==> config.mk <==
export PLATFORM = sky130hd
export DESIGN_NAME = sense_seq_top
export DESIGN_NICKNAME = d
export VERILOG_FILES = /design/src/rtl/sense_seq_pkg.sv /design/src/rtl/sense_sync.sv /design/src/rtl/sense_wait_cnt.sv /design/src/rtl/sense_fsm.sv /design/src/rtl/sense_pack.sv /design/src/rtl/sense_seq_top.sv
export SDC_FILE = /design/constraint.sdc
export NUM_CORES = 1
export LEC_CHECK = 0
export BUFFER_PORTS_ARGS = -buffer_cell sky130_fd_sc_hd__buf_2
export CAP_MARGIN = 5
export CORE_ASPECT_RATIO = 0.5
export CORE_UTILIZATION = 30
export CTS_CLUSTER_DIAMETER = 200
export CTS_CLUSTER_SIZE = 28
export DETAILED_ROUTE_END_ITERATION = 8
export SETUP_SLACK_MARGIN = 0.2
export SLEW_MARGIN = 20
export SYNTH_ARGS = -nofsm -noshare
export SYNTH_HDL_FRONTEND = slang
export SYNTH_SLANG_ARGS = --single-unit
==> constraint.sdc <==
create_clock -name clk -period 2.15 [get_ports clk]
set_input_delay 0.215 -clock clk [delete_from_list [all_inputs] [get_ports clk]]
set_output_delay 0.215 -clock clk [all_outputs]
set_load 0.05 [all_outputs]
==> src/rtl/sense_seq_pkg.sv <==
package sense_seq_pkg;

  typedef enum logic [2:0] {
    ST_IDLE    = 3'd0,
    ST_PRECHG  = 3'd1,
    ST_FLOAT   = 3'd2,
    ST_LOW_A   = 3'd3,
    ST_LOW_B   = 3'd4,
    ST_LOW_C   = 3'd5
  } step_t;

  // control word: [5:3] per-line driver off (1 = released), [2:0] level
  localparam logic [5:0] CTL_PRECHG = 6'o07;
  localparam logic [5:0] CTL_OFF    = 6'o77;
  localparam logic [5:0] CTL_LOW_A  = 6'o33;
  localparam logic [5:0] CTL_LOW_B  = 6'o55;
  localparam logic [5:0] CTL_LOW_C  = 6'o66;

  function automatic logic [5:0] ctl_of(input step_t s);
    case (s)
      ST_PRECHG: ctl_of = CTL_PRECHG;
      ST_LOW_A:  ctl_of = CTL_LOW_A;
      ST_LOW_B:  ctl_of = CTL_LOW_B;
      ST_LOW_C:  ctl_of = CTL_LOW_C;
      default:   ctl_of = CTL_OFF;
    endcase
  endfunction

  function automatic step_t next_of(input step_t s);
    case (s)
      ST_PRECHG: next_of = ST_FLOAT;
      ST_FLOAT:  next_of = ST_LOW_A;
      ST_LOW_A:  next_of = ST_LOW_B;
      ST_LOW_B:  next_of = ST_LOW_C;
      default:   next_of = ST_IDLE;
    endcase
  endfunction

endpackage

==> src/rtl/sense_sync.sv <==
module sense_sync #(
  parameter int WIDTH  = 3,
  parameter int STAGES = 2
) (
  input  logic             clk,
  input  logic             rst,
  input  logic [WIDTH-1:0] d,
  output logic [WIDTH-1:0] q
);
  logic [WIDTH-1:0] stg [STAGES];

  genvar i;
  generate
    for (i = 0; i < STAGES; i++) begin : g_stage
      if (i == 0) begin : g_first
        always_ff @(posedge clk) begin
          if (rst) stg[0] <= '0;
          else     stg[0] <= d;
        end
      end else begin : g_rest
        always_ff @(posedge clk) begin
          if (rst) stg[i] <= '0;
          else     stg[i] <= stg[i-1];
        end
      end
    end
  endgenerate

  assign q = stg[STAGES-1];
endmodule

==> src/rtl/sense_wait_cnt.sv <==
module sense_wait_cnt #(
  parameter int W = 12
) (
  input  logic         clk,
  input  logic         rst,
  input  logic         load,
  input  logic [W-1:0] load_val,
  output logic         zero
);
  logic [W-1:0] cnt;

  always_ff @(posedge clk) begin
    if (rst)            cnt <= '0;
    else if (load)      cnt <= load_val;
    else if (cnt != '0) cnt <= cnt - 1'b1;
  end

  assign zero = (cnt == '0);

  // counter must never wrap: a load is followed by a strictly decreasing value
  p_cnt_no_wrap_r2: assert property (@(posedge clk) disable iff (rst)
    (!load && !zero) |=> (cnt == $past(cnt) - 1'b1));
endmodule

==> src/rtl/sense_fsm.sv <==
module sense_fsm
  import sense_seq_pkg::*;
#(
  parameter int SHORT_WAIT = 200,
  parameter int LONG_WAIT  = 2000,
  parameter int CW         = 12
) (
  input  logic          clk,
  input  logic          rst,
  input  logic          start,
  input  logic          cnt_zero,
  output logic          cnt_load,
  output logic [CW-1:0] cnt_val,
  output logic [5:0]    ctl,
  output logic          busy,
  output logic          done,
  output logic          strobe,
  output step_t         step
);
  localparam logic [CW-1:0] SHORT_RELOAD = CW'(SHORT_WAIT - 1);
  localparam logic [CW-1:0] LONG_RELOAD  = CW'(LONG_WAIT - 1);

  step_t state;
  logic  launch, advance, last_step;

  assign launch    = (state == ST_IDLE) && start;
  assign advance   = (state != ST_IDLE) && cnt_zero;
  assign last_step = (state == ST_LOW_C);

  assign cnt_load = launch || (advance && !last_step);
  assign cnt_val  = launch ? SHORT_RELOAD : LONG_RELOAD;
  assign strobe   = advance && (state != ST_PRECHG);
  assign step     = state;

  always_ff @(posedge clk) begin
    if (rst) begin
      state <= ST_IDLE;
      ctl   <= CTL_OFF;
      busy  <= 1'b0;
      done  <= 1'b0;
    end else begin
      done <= 1'b0;
      if (launch) begin
        state <= ST_PRECHG;
        ctl   <= ctl_of(ST_PRECHG);
        busy  <= 1'b1;
      end else if (advance) begin
        state <= next_of(state);
        ctl   <= ctl_of(next_of(state));
        if (last_step) begin
          busy <= 1'b0;
          done <= 1'b1;
        end
      end
    end
  end

  p_done_pulse_r8: assert property (@(posedge clk) disable iff (rst)
    done |=> !done);
  p_done_idle_r8: assert property (@(posedge clk) disable iff (rst)
    done |-> (!busy && ctl == CTL_OFF));
  p_first_high_r2: assert property (@(posedge clk) disable iff (rst)
    $rose(busy) |-> (ctl == CTL_PRECHG && state == ST_PRECHG));
  p_start_ignored_r9: assert property (@(posedge clk) disable iff (rst)
    (busy && !cnt_zero) |=> (busy && $stable(state)));
endmodule

==> src/rtl/sense_pack.sv <==
module sense_pack
  import sense_seq_pkg::*;
(
  input  logic        clk,
  input  logic        rst,
  input  logic        strobe,
  input  step_t       step,
  input  logic [2:0]  lines,
  output logic [10:0] code
);
  logic [10:0] work;
  logic        finish;

  assign finish = strobe && (step == ST_LOW_C);

  always_ff @(posedge clk) begin
    if (rst) begin
      work <= '0;
    end else if (strobe) begin
      case (step)
        ST_FLOAT: work[10:8] <= lines;
        ST_LOW_A: work[5:4]  <= lines[1:0];
        ST_LOW_B: work[3:2]  <= {lines[2], lines[0]};
        default:  ;
      endcase
    end
  end

  always_ff @(posedge clk) begin
    if (rst)         code <= '0;
    else if (finish) code <= {work[10:8], 2'b00, work[5:2], lines[2:1]};
  end

  p_code_hold_r8: assert property (@(posedge clk) disable iff (rst)
    !finish |=> $stable(code));
endmodule

==> src/rtl/sense_seq_top.sv <==
module sense_seq_top
  import sense_seq_pkg::*;
#(
  parameter int SHORT_WAIT  = 200,
  parameter int LONG_WAIT   = 2000,
  parameter int SYNC_STAGES = 2
) (
  input  logic        clk,
  input  logic        rst,
  input  logic        start,
  input  logic [2:0]  line_in,
  output logic [2:0]  line_en,
  output logic [2:0]  line_lvl,
  output logic        busy,
  output logic        done,
  output logic [10:0] sense_code
);
  localparam int MAX_WAIT = (SHORT_WAIT > LONG_WAIT) ? SHORT_WAIT : LONG_WAIT;
  localparam int CW       = $clog2(MAX_WAIT + 1);

  logic [2:0]    line_s;
  logic          cnt_zero, cnt_load, strobe;
  logic [CW-1:0] cnt_val;
  logic [5:0]    ctl;
  step_t         step;

  sense_sync #(.WIDTH(3), .STAGES(SYNC_STAGES)) u_sync (
    .clk(clk), .rst(rst), .d(line_in), .q(line_s)
  );

  sense_wait_cnt #(.W(CW)) u_cnt (
    .clk(clk), .rst(rst), .load(cnt_load), .load_val(cnt_val), .zero(cnt_zero)
  );

  sense_fsm #(.SHORT_WAIT(SHORT_WAIT), .LONG_WAIT(LONG_WAIT), .CW(CW)) u_fsm (
    .clk(clk), .rst(rst), .start(start), .cnt_zero(cnt_zero),
    .cnt_load(cnt_load), .cnt_val(cnt_val), .ctl(ctl),
    .busy(busy), .done(done), .strobe(strobe), .step(step)
  );

  sense_pack u_pack (
    .clk(clk), .rst(rst), .strobe(strobe), .step(step),
    .lines(line_s), .code(sense_code)
  );

  assign line_en  = ~ctl[5:3];
  assign line_lvl = ctl[2:0];

  p_idle_released_r8: assert property (@(posedge clk) disable iff (rst)
    !busy |-> (line_en == 3'b000));
  p_single_low_r4: assert property (@(posedge clk) disable iff (rst)
    (busy && line_en != 3'b111 && line_en != 3'b000) |->
      ($onehot0(line_en) && (line_en & line_lvl) == 3'b000));
  p_bits_unused_r7: assert property (@(posedge clk) disable iff (rst)
    done |-> (sense_code[7:6] == 2'b00));
endmodule

==> reports/metrics.yaml, run 1 <==
run_status:
  status: "finished, final reports clean"
floorplanning:
  initial_core_util: 0.314
  std_cell_rows: 20
  die-area_mm2: 0.00673
  fp.dieW_um: 115
  coreArea_mm2: 0.00611
  die_y_um: 58.5
  ios: 25
power:
  vdd_ir_drop_max_mv: 0.338
  leakage_nw: 1.00
  p_per_area_mw_per_mm2: 1200
sta:
  slew_headroom: 0.508
  max_freq_mhz: 496
  setup_viol: 0
  hold_viol_final: 0
  fin_crit_ns: 2.02
  worst_slack_ns: 0.135
  totalNegativeSetupSlack_ns: 0
  skew_ns: 0.00464
  rsz0062_at_grt: "true"
  whs_ns: 0.126
  slew_violations: 0
  tightest_slew_ns: 0.731
  period_share: 0.937
synthesis:
  synth_seq_cells: 44
  synth_area_leader_cell: "dfxtp_1"
  synth_edf_count: 0
  synth_top_area_frac: 0.460
  yosysWarnings: 0
  syn_inst: 208
  yosysSeqAreaShare: 0.460
  async_flop_share: 0
  syn-mean-instance-area_um2: 9.21
  synth_area_leaders: "dfxtp_1, mux2i_1, nor2_1"
  ys.flop_type: "dfxtp_1"
  netlist_area_mm2: 0.00192
  synthDistinctLibCells: 47
worst_setup_path:
  cp.arrival_ns: 2.16
  max_stage_delay_ns: 0.47
  crit_required_ns: 2.30
  crit_fanout: 4
  critPathSlowestCell: "or4b_4"
  r2r_cells: 6
  worst-setup-path-type: "reg2reg"
  crit_chain: "inv_2 -> ha_4 -> or4b_4 -> or4_4 -> a22oi_2 -> a311oi_1"
  endpoint_kind: "register"
  worst_setup_path_start_kind: "register"
final_layout:
  nets: 243
  final_area_mm2: 0.00238
  final_common_cell: "dfxtp_1"
  antenna_cells: 0
  multi_input_area_um2: 971
  layout-drive-gt1-share: 0.267
  ff_latch_area_um2: 886
  area_growth_pct: 24.4
  fin_util: 0.390
  layout_common_cells: "dfxtp_1, buf_2, nor2_1"
  fill_cells: 646
placement:
  placed_area_mm2: 0.00215
  port_buffers: 22
  dp_slack_ns: 0.0766
  dp_hpwl_mm: 2.83
  gp_congestion: 0.782
cts:
  clock_latency_ns: 0.29
  cts_tree: "done"
  htree_levels: 2
  root_buffer: "clkbuf_16"
  numCtsBuffers: 5
  cts_sinks: 44
  hold_buffers: 0
  path_clk_slew_ns: 0.07
  clk_path_buf_depth: 2
route:
  initialDrtViolationCount: 63
  remaining_drc_errors: 0
  dr.pass1.iters: 4
  viasPerCell: 4.90
  drt-total-wl_mm: 4.14
  via_count: 1588
  wl_per_cell_um: 12.8
  postRouteAntennaNets: 0
grt:
  grt_max_degree: 33
  antenna_found_initial: 0
  grt-ovfl-total: 0
  grt_util_all_layers: 0.133
  grt_pass1_vias: 1475
  grt_pass1_wl_mm: 6.82
job:
  drv_cap: 0
hold_path:
  hold_class: "in2reg"
  hold-path-cell-count: 2
[through the flow]
step	total power, mW	cells
floorplan	1.64	209
global placement	1.87	315
detailed placement	1.88	315
CTS	2.82	324
global route	3.01	324
finish	2.86	324
[cell type report]
class	instances	share of cell area
Clock buffer	5	0.0525
Clock inverter	3	0.0194
Inverter	6	0.0105
Multi-Input combinational cell	142	0.408
Sequential cell	44	0.372
Tap cell	88	0.0462
Timing Repair Buffer	36	0.0919
[critical path: cells and delay by family, from the launching register on]
| kind | cells | cell delay [ns] |
|---|---|---|
| DFF | 1 | 0.34 |
| buffers and inverters | 1 | 0.08 |
| and+or+nand+nor | 2 | 0.93 |
| AOI/OAI and AO/OA | 2 | 0.38 |
| adders and majority gates | 1 | 0.13 |
[repair_timing]
item / in CTS / in global routing
gates resized for setup: 5 / 7
gates cloned: 0 / 0
pin swaps: 1 / 2
endpoints found under the hold margin: 0 / 0
setup buffers: 1 / 0
setup endpoints to repair: 23 / 31
[flip-flops by register name, indices dropped and copies added (netlist names)]
name,count
u_cnt.cnt,11
u_fsm.busy,1
u_fsm.ctl,6
u_fsm.done,1
u_fsm.step,3
u_pack.code,9
u_pack.work,7
u_sync.stg,6
[metal layers]
layer	share of wire	global-route usage
met1	0.49	0.164
met2	0.45	0.213
met3	0.041	0.0360
met4	0.021	0.0761
met5	0	0
[path summary, 6_finish.rpt]
path,to,startpoint,slack [ns]
worst max register to register,u_cnt.cnt[9],u_cnt.cnt[0],0.13
worst max-delay path,u_cnt.cnt[9],u_cnt.cnt[0],0.13
worst min register to register,u_sync.stg[1][2],u_sync.stg[0][2],0.44
worst min-delay path,u_sync.stg[0][2],line_in[2],0.13
[synthesized netlist by cell type (2+ instances only)]
cell and number:
nand2b_1 5, nand4_1 4, inv_1 6, nor3b_1 3, nor2_1 21, dfxtp_1 44, nand3b_1 5, nor2b_1 8
o21ai_0 11, mux2i_1 11, a31oi_1 5, buf_6 2, a211o_1 2, a21oi_1 9, or4_1 2, nand2_1 9
clkbuf_1 9, xnor2_1 3, or3_1 2, a211oi_1 7, a21o_1 2, ha_1 2, nor4_1 4, or2_2 3
nor3_1 3, buf_4 5
[cell families (layout without fill, tap and decap cells)]
kind of cell	after synthesis	after routing	share of synthesized area
compound gates	45	45	0.153
buf+inv	23	50	0.0634
flops	44	44	0.460
xor+xnor	3	3	0.0137
fa+ha+maj	2	2	0.0131
other cells	1	2	0.00196
simple gates	79	79	0.238
mux	11	11	0.0575
[power breakdown]
group	internal, mW	leakage [nW]	switching [mW]
Combinational	0.426	0.564	0.532
Sequential	0.909	0.360	0.0975
Clock	0.552	0.0804	0.340
Total	1.89	1.00	0.970
Power figures use the tool's default switching activity.
==> run 2: changes to the inputs <==
--- a/config.mk
+++ b/config.mk
@@ -16,4 +16,5 @@
 export SLEW_MARGIN = 20
 export SYNTH_ARGS = -nofsm -noshare
 export SYNTH_HDL_FRONTEND = slang
+export SYNTH_HIERARCHICAL = 1
 export SYNTH_SLANG_ARGS = --single-unit
==> run 2 against run 1 <==
- the flow now finishes with violations (setup timing)
- total power is 5.5% higher
- clock skew fell by 0.0015 ns
- die area rose by 9.5%
- highest routed layer unchanged
- global-route usage decreased by 0.78 points
- final area rose by 13%
- sequential cell count is the same
- non-clock buffer count rose by 17
- critical path type unchanged
- largest cell class unchanged
==> reports/metrics.yaml, run 2 <==
run_status:
  status: "finished with violations"
  violations: "setup timing"
grt:
  grt_max_degree: 29  # -12%
  grt_util_all_layers: 0.125  # -0.00783
  antenna_found_initial: 0  # unchanged
  grt_pass1_vias: 1472  # -0.20%
  grt-ovfl-total: 0  # unchanged
  grt_pass1_wl_mm: 7.08  # +3.8%
sta:
  tightest_slew_ns: 0.545  # -0.186 ns
  fin_crit_ns: 2.27  # +0.252 ns
  rsz0062_at_grt: "true"
  whs_ns: 0.138  # +0.0116 ns
  skew_ns: 0.00317  # -0.00146 ns
  setup_viol: 26  # +26
  max_freq_mhz: 441  # -11%
  slew_headroom: 0.634  # +0.125
  slew_violations: 0  # unchanged
  period_share: 1.05  # +0.117
  worst_slack_ns: -0.117  # -0.252 ns
  totalNegativeSetupSlack_ns: -1.53  # -1.53 ns
  hold_viol_final: 0  # unchanged
cts:
  path_clk_slew_ns: 0.06  # about the same
  cts_tree: "done"
  clk_path_buf_depth: 2  # unchanged
  cts_sinks: 44  # unchanged
  htree_levels: 2  # unchanged
  hold_buffers: 0  # unchanged
  numCtsBuffers: 5  # unchanged
  root_buffer: "clkbuf_16"
  clock_latency_ns: 0.29  # about the same
synthesis:
  synth_edf_count: 0  # unchanged
  synth_top_area_frac: 0.419  # -0.0410
  synth_seq_cells: 44  # unchanged
  yosysMostFrequentCell: "dfxtp_1"
  netlist_area_mm2: 0.00210  # +9.8%
  syn_inst: 224  # +7.7%
  yosysSeqAreaShare: 0.419  # -0.0410
  synth_area_leader_cell: "dfxtp_1"
  yosysWarnings: 6  # +6
  synth_area_leaders: "dfxtp_1, mux2i_1, nand2b_1"
  ys.flop_type: "dfxtp_1"
  async_flop_share: 0  # unchanged
  synthTopCellsByCount: "dfxtp_1, nand2b_1, mux2i_1, nand2_1, buf_4"
  synthDistinctLibCells: 50  # +6.4%
  syn-mean-instance-area_um2: 9.39  # +2.0%
power:
  fin_total_pwr_mw: 3.01  # +5.5%
  leakage_nw: 1.18  # +17%
  p_per_area_mw_per_mm2: 1120  # -6.5%
  vdd_ir_drop_max_mv: 0.392  # +16%
final_layout:
  largest_reg_flops: 11  # unchanged
  antenna_cells: 0  # unchanged
  ff_latch_area_um2: 883  # -0.28%
  fin_util: 0.400  # +0.00958
  area_growth_pct: 27.8
  final_common_cell: "dfxtp_1"
  multi_input_area_mm2: 0.00113  # +16%
  reg_top3: "u_cnt/cnt (11), u_pack/code (9), u_pack/work (7)"
  layout_common_cells: "dfxtp_1, buf_4, nand2b_1"
  layout-drive-gt1-share: 0.316  # +0.0490
  nets: 275  # +13%
  regMostFlops: "u_cnt/cnt"
  fill_cells: 687  # +6.3%
worst_setup_path:
  cp.arrival_ns: 2.44  # +0.28 ns
  r2r_end: "u_cnt/cnt[0]"
  path_buf_inv: 3  # +2
  crit_fanout: 3  # -1
  r2r_slack_ns: -0.12  # -0.25 ns
  path_common_cell: "buf_4"
  endpoint_kind: "register"
  critPathSlowestCell: "or4b_4"
  crit_required_ns: 2.32  # +0.02 ns
  cp_top_family: "simple AND/OR/NAND/NOR gates"
  worst-setup-path-type: "reg2reg"
  r2r-start: "u_cnt/cnt[1]"
  worst_setup_path_start_kind: "register"
  max_stage_delay_ns: 0.48  # about the same
  crit_chain: "inv_2 -> ha_4 -> or4b_4 -> nor4_4 -> buf_4 -> nand2_4 -> a21boi_2 -> o21ai_2 -> buf_4 -> nor4_2 -> a311o_1"
  r2r_cells: 11  # +5
route:
  via_count: 1671  # +5.2%
  wl_per_cell_um: 11.9  # -7.2%
  dr.pass1.iters: 4  # unchanged
  drt-total-wl_mm: 4.29  # +3.5%
  remaining_drc_errors: 0  # unchanged
  initialDrtViolationCount: 130  # +110%
  postRouteAntennaNets: 0  # unchanged
  viasPerCell: 4.63  # -5.6%
floorplanning:
  coreArea_mm2: 0.00673  # +10%
  std_cell_rows: 21  # +5.0%
  initial_core_util: 0.313  # -0.00104
  ios: 25  # unchanged
  die_y_um: 61.2  # +4.6%
  die-area_mm2: 0.00737  # +9.5%
  fp.dieW_um: 120  # +4.7%
hold_path:
  hold-path-cell-count: 2  # unchanged
  holdCritStartpoint: "line_in[0]"
  holdPathEnd: "u_sync/stg[0][0]"
  hold_class: "in2reg"
placement:
  port_buffers: 22  # unchanged
  dp_hpwl_mm: 3.02  # +6.7%
  dp_slack_ns: -0.166  # -0.242 ns
  gp_congestion: 0.828  # +6.0%
job:
  drv_cap: 0  # unchanged
-- run 2: cell count changes in the layout (fill, tap and decap cells not counted), moves of 5 or more --
cell	previous run	this run
nand2_1	9	14
o21ai_0	10	2
nor2_1	21	7
conb_1	2	9
buf_4	13	28
a31oi_1	5	0
nand3b_1	5	0
nand2b_1	5	24
mux2i_1	11	17
-- run 2: worst max path at each step --
stage / start / to / slack (ns) / cells after the start
floorplan: u_cnt/cnt[1] / u_cnt/cnt[0] / -0.67 / 12
global placement: u_cnt/cnt[5] / u_cnt/cnt[0] / -0.1 / 8
detailed placement: u_cnt/cnt[1] / u_cnt/cnt[0] / -0.17 / 10
CTS: u_cnt/cnt[1] / u_cnt/cnt[0] / -0.14 / 11
global route: u_cnt/cnt[1] / u_cnt/cnt[0] / -0.27 / 11
finish: u_cnt/cnt[1] / u_cnt/cnt[0] / -0.12 / 11
-- run 2: final cells by class --
cell class              count  share of cell area
clock inverters             3              0.0172
inverters                   8              0.0116
multi-input cells         156               0.420
flip-flops and latches     44               0.329
repair buffers             53               0.133
well taps                  92              0.0428
clock buffers               5              0.0465
-- run 2: worst register-to-register path, stage by stage (launching register included) --
cell and delay, ns:
dfxtp_2 0.32, inv_2 0.06, ha_4 0.12, or4b_4 0.48, nor4_4 0.14, buf_4 0.17
nand2_4 0.04, a21boi_2 0.14, o21ai_2 0.16, buf_4 0.15, nor4_2 0.04, a311o_1 0.31
-- run 2: per-layer routing --
layer / share of wire / wire length (um) / global-route usage
met3: 0.027 / 116 / 0.0389
met1: 0.51 / 2200 / 0.160
met2: 0.45 / 1920 / 0.204
met4: 0.013 / 56 / 0.0476
met5: 0 / 0 / 0
-- run 2: logic make-up (layout without fill, tap and decap cells) --
family,count (synthesis),after routing,share of synthesized area
adders and majority gates,1,1,0.00595
buffers and inverters,30,69,0.0857
muxes,17,17,0.0809
xor gates and xnor gates,3,3,0.0125
AOI/OAI and AO/OA,41,41,0.139
other,3,9,0.00535
and+or+nand+nor,85,85,0.252
DFF,44,44,0.419
-- run 2: per-stage QoR --
step / std cells / cell area, um2
5_1_grt: 361 / 2690
6_report: 361 / 2690
3_3_place_gp: 346 / 2420
3_5_place_dp: 346 / 2420
4_1_cts: 359 / 2660
2_1_floorplan: 230 / 2170
-- run 2: where the power goes --
group	total, mW	internal [mW]	switching (mW)
sequential	1.01	0.930	0.0758
clock	0.876	0.552	0.324
combinational	1.13	0.550	0.582
-- run 2: repair_timing --
action | CTS | global route
gates resized for setup | 10 | 3
cloned | 0 | 0
endpoints found under the setup margin | 36 | 36
buffers inserted | 5 | 2
pin swaps | 1 | 1
==> run 3: changes to the inputs <==
--- a/config.mk
+++ b/config.mk
@@ -5,13 +5,15 @@
 export SDC_FILE = /design/constraint.sdc
 export NUM_CORES = 1
 export LEC_CHECK = 0
+export ABC_AREA = 1
 export BUFFER_PORTS_ARGS = -buffer_cell sky130_fd_sc_hd__buf_2
 export CAP_MARGIN = 5
 export CORE_ASPECT_RATIO = 0.5
-export CORE_UTILIZATION = 30
+export CORE_UTILIZATION = 52
 export CTS_CLUSTER_DIAMETER = 200
 export CTS_CLUSTER_SIZE = 28
 export DETAILED_ROUTE_END_ITERATION = 8
+export PLACE_DENSITY = 0.75
 export SETUP_SLACK_MARGIN = 0.2
 export SLEW_MARGIN = 20
 export SYNTH_ARGS = -nofsm -noshare
==> run 3 against run 2 <==
- the run now ends clean
- count of clock-buffer cells in the layout grew 1
- synthesized area grew 6.0%
- maximum frequency increased by 19%
- highest routed layer unchanged
- clock power down 22%
- synthesized cell count increased by 45%
- utilization up 29 points
==> reports/metrics.yaml, run 3 <==
run_status:
  status: "finished, final reports clean"
route:
  viasPerCell: 4.95  # +6.9%
  drt-total-wl_mm: 4.85  # +13%
  via_count: 2068  # +24%
  wl_per_cell_um: 11.6  # -2.3%
  initialDrtViolationCount: 60  # -54%
  dr.pass1.iters: 4  # unchanged
  remaining_drc_errors: 0  # unchanged
  postRouteAntennaNets: 0  # unchanged
cts:
  path_clk_slew_ns: 0.09  # +0.03 ns
  root_buffer: "clkbuf_8"
  cts_tree: "done"
  numCtsBuffers: 5  # unchanged
  cts_sinks: 44  # unchanged
  clock_latency_ns: 0.31  # +0.02 ns
  clk_path_buf_depth: 2  # unchanged
  htree_levels: 2  # unchanged
  hold_buffers: 0  # unchanged
final_layout:
  final_cells: 418  # +16%
  area_growth_pct: 23.3
  regMostFlops: "u_cnt/cnt"
  fin_util: 0.687  # +0.287
  layout_common_cells: "nor2_1, nand2_1, dfxtp_1"
  final_common_cell: "nor2_1"
  reg_top3: "u_cnt/cnt (11), u_pack/code (9), u_pack/work (7)"
  layout-drive-gt1-share: 0.294  # -0.0220
  antenna_cells: 0  # unchanged
  nets: 370  # +35%
  largest_reg_flops: 11  # unchanged
worst_setup_path:
  r2r-start: "u_cnt/cnt[0]"
  cp-startpoint: "u_cnt/cnt[0]"
  crit_fanout: 6  # +3
  r2r_slack_ns: 0.24  # +0.36 ns
  worst-setup-path-type: "reg2reg"
  r2r_cells: 15  # +4
  endpoint_kind: "register"
  r2r_end: "u_cnt/cnt[4]"
  crit_required_ns: 2.39  # +0.07 ns
  worst_setup_path_start_kind: "register"
  cp.arrival_ns: 2.15  # -0.29 ns
synthesis:
  synth_area_leader_cell: "dfxtp_1"
  netlist_area_mm2: 0.00223  # +6.0%
  synthDistinctLibCells: 30  # -40%
  syn_inst: 324  # +45%
  synth_seq_cells: 44  # unchanged
  synth_edf_count: 0  # unchanged
  async_flop_share: 0  # unchanged
  synth_top_area_frac: 0.395  # -0.0237
  yosysSeqAreaShare: 0.395  # -0.0237
  syn-mean-instance-area_um2: 6.88  # -27%
  yosysWarnings: 6  # unchanged
  synthTopCellsByCount: "nand2_1, nor2_1, dfxtp_1, inv_1, nand3_1"
  ys.flop_type: "dfxtp_1"
  synth_area_leaders: "dfxtp_1, nand2_1, nor2_1"
hold_path:
  holdCritStartpoint: "line_in[1]"
  hold_class: "in2reg"
  hold-path-cell-count: 3  # +1
  holdPathEnd: "u_sync/stg[0][1]"
sta:
  period_share: 0.889  # -0.165
  hold_viol_final: 0  # unchanged
  skew_ns: 0.00368  # +0.000503 ns
  slew_violations: 0  # unchanged
  max_freq_mhz: 523  # +19%
  fin_crit_ns: 1.91  # -0.355 ns
  rsz0062_at_grt: "true"
  totalNegativeSetupSlack_ns: 0  # +1.53 ns
  setup_viol: 0  # -100%
floorplanning:
  initial_core_util: 0.557  # +0.244
  std_cell_rows: 16  # -24%
  die_y_um: 48.3  # -21%
  coreArea_mm2: 0.00400  # -40%
  ios: 25  # unchanged
  die-area_mm2: 0.00457  # -38%
  fp.dieW_um: 94.6  # -21%
job:
  drv_cap: 0  # unchanged
grt:
  grt_pass1_wl_mm: 7.78  # +9.8%
  antenna_found_initial: 0  # unchanged
  grt_pass1_vias: 1907  # +30%
  grt_max_degree: 23  # -21%
  grt-ovfl-total: 0  # unchanged
  grt_util_all_layers: 0.218  # +0.0932
placement:
  port_buffers: 22  # unchanged
  dp_hpwl_mm: 2.98  # -1.3%
  gp_congestion: 0.851  # +2.7%
  placed_cells: 393  # +14%
power:
  leakage_nw: 1.29  # +9.2%
  vdd_ir_drop_max_mv: 0.373  # -4.8%
  p_per_area_mw_per_mm2: 881  # -21%
-- run 3: power by group --
group	switching, mW	leakage (nW)	internal (mW)
registers	0.0665	0.361	0.882
logic	0.480	0.864	0.310
clock network	0.305	0.0614	0.380
total	0.852	1.29	1.57
-- run 3: how the worst max path moves through the flow --
| stage | to | slack (ns) | depth (start not counted) |
|---|---|---|---|
| 3_5_place_dp | u_pack/work[4] | 0.01 | 13 |
| 2_1_floorplan | u_cnt/cnt[8] | 0.22 | 14 |
| 5_1_grt | u_pack/code[4] | 0.13 | 13 |
| 6_report | u_cnt/cnt[4] | 0.24 | 15 |
| 3_3_place_gp | u_pack/work[4] | 0.11 | 13 |
| 4_1_cts | u_cnt/cnt[8] | 0.20 | 14 |
-- run 3: metrics by stage --
step | total power [mW] | worst slack [ns] | area [um2] | hold slack, ns
5_1_grt | 2.56 | 0.134 | 2750 | 0.126
2_1_floorplan | 1.47 | 0.215 | 2280 | 0.284
3_3_place_gp | 1.55 | 0.108 | 2370 | 0.389
3_5_place_dp | 1.57 | 0.0113 | 2370 | 0.397
6_report | 2.42 | 0.238 | 2750 | 0.109
4_1_cts | 2.32 | 0.203 | 2610 | 0.0982
-- run 3: kinds of logic after synthesis --
| family | after synthesis | share of synthesized area |
|---|---|---|
| muxes | 1 | 0.00449 |
| and+or+nand+nor | 192 | 0.401 |
| xor gates and xnor gates | 2 | 0.00786 |
| buffers and inverters | 60 | 0.129 |
| DFF | 44 | 0.395 |
| other | 3 | 0.00505 |
| adders and majority gates | 1 | 0.00561 |
| AOI/OAI and AO/OA | 21 | 0.0528 |
-- run 3: cell type report --
type	count	area (um2)
fill	339	1250
inverter	43	176
timing repair buffer	41	282
timing repair inverter	1	7.51
sequential	44	886
clock buffer	6	82.6
tap	54	67.6
multi-input combinational	227	1210
clock inverter	2	38.8
-- run 3: metal layers --
metal  share of wire  wire length [um]  vias up  track usage
met5               0                 0        -            0
met4           0.017                80        0        0.101
met3           0.040               192        9       0.0597
met2            0.51              2480       47        0.386
met1            0.43              2100      950        0.244
li1                -                 -     1062            -
-- run 3: critical path, cell delays in order (launching register included) --
cell and delay [ns]:
dfxtp_2 0.33, inv_2 0.07, ha_4 0.14, nand3_4 0.08
nor3_4 0.16, nand2_2 0.11, nor2_4 0.17, nand2_4 0.06
inv_2 0.06, nand2_2 0.06, nand2_4 0.11, inv_6 0.06
buf_4 0.13, nand3_1 0.08, o21ai_0 0.09, nor3_1 0.12
-- run 3: what timing repair did --
item	CTS	global route
endpoints found under the setup margin	24	27
pin swaps	6	11
resized for setup	14	23
cloned	2	1
setup buffers	9	5
endpoints found under the hold margin	0	0
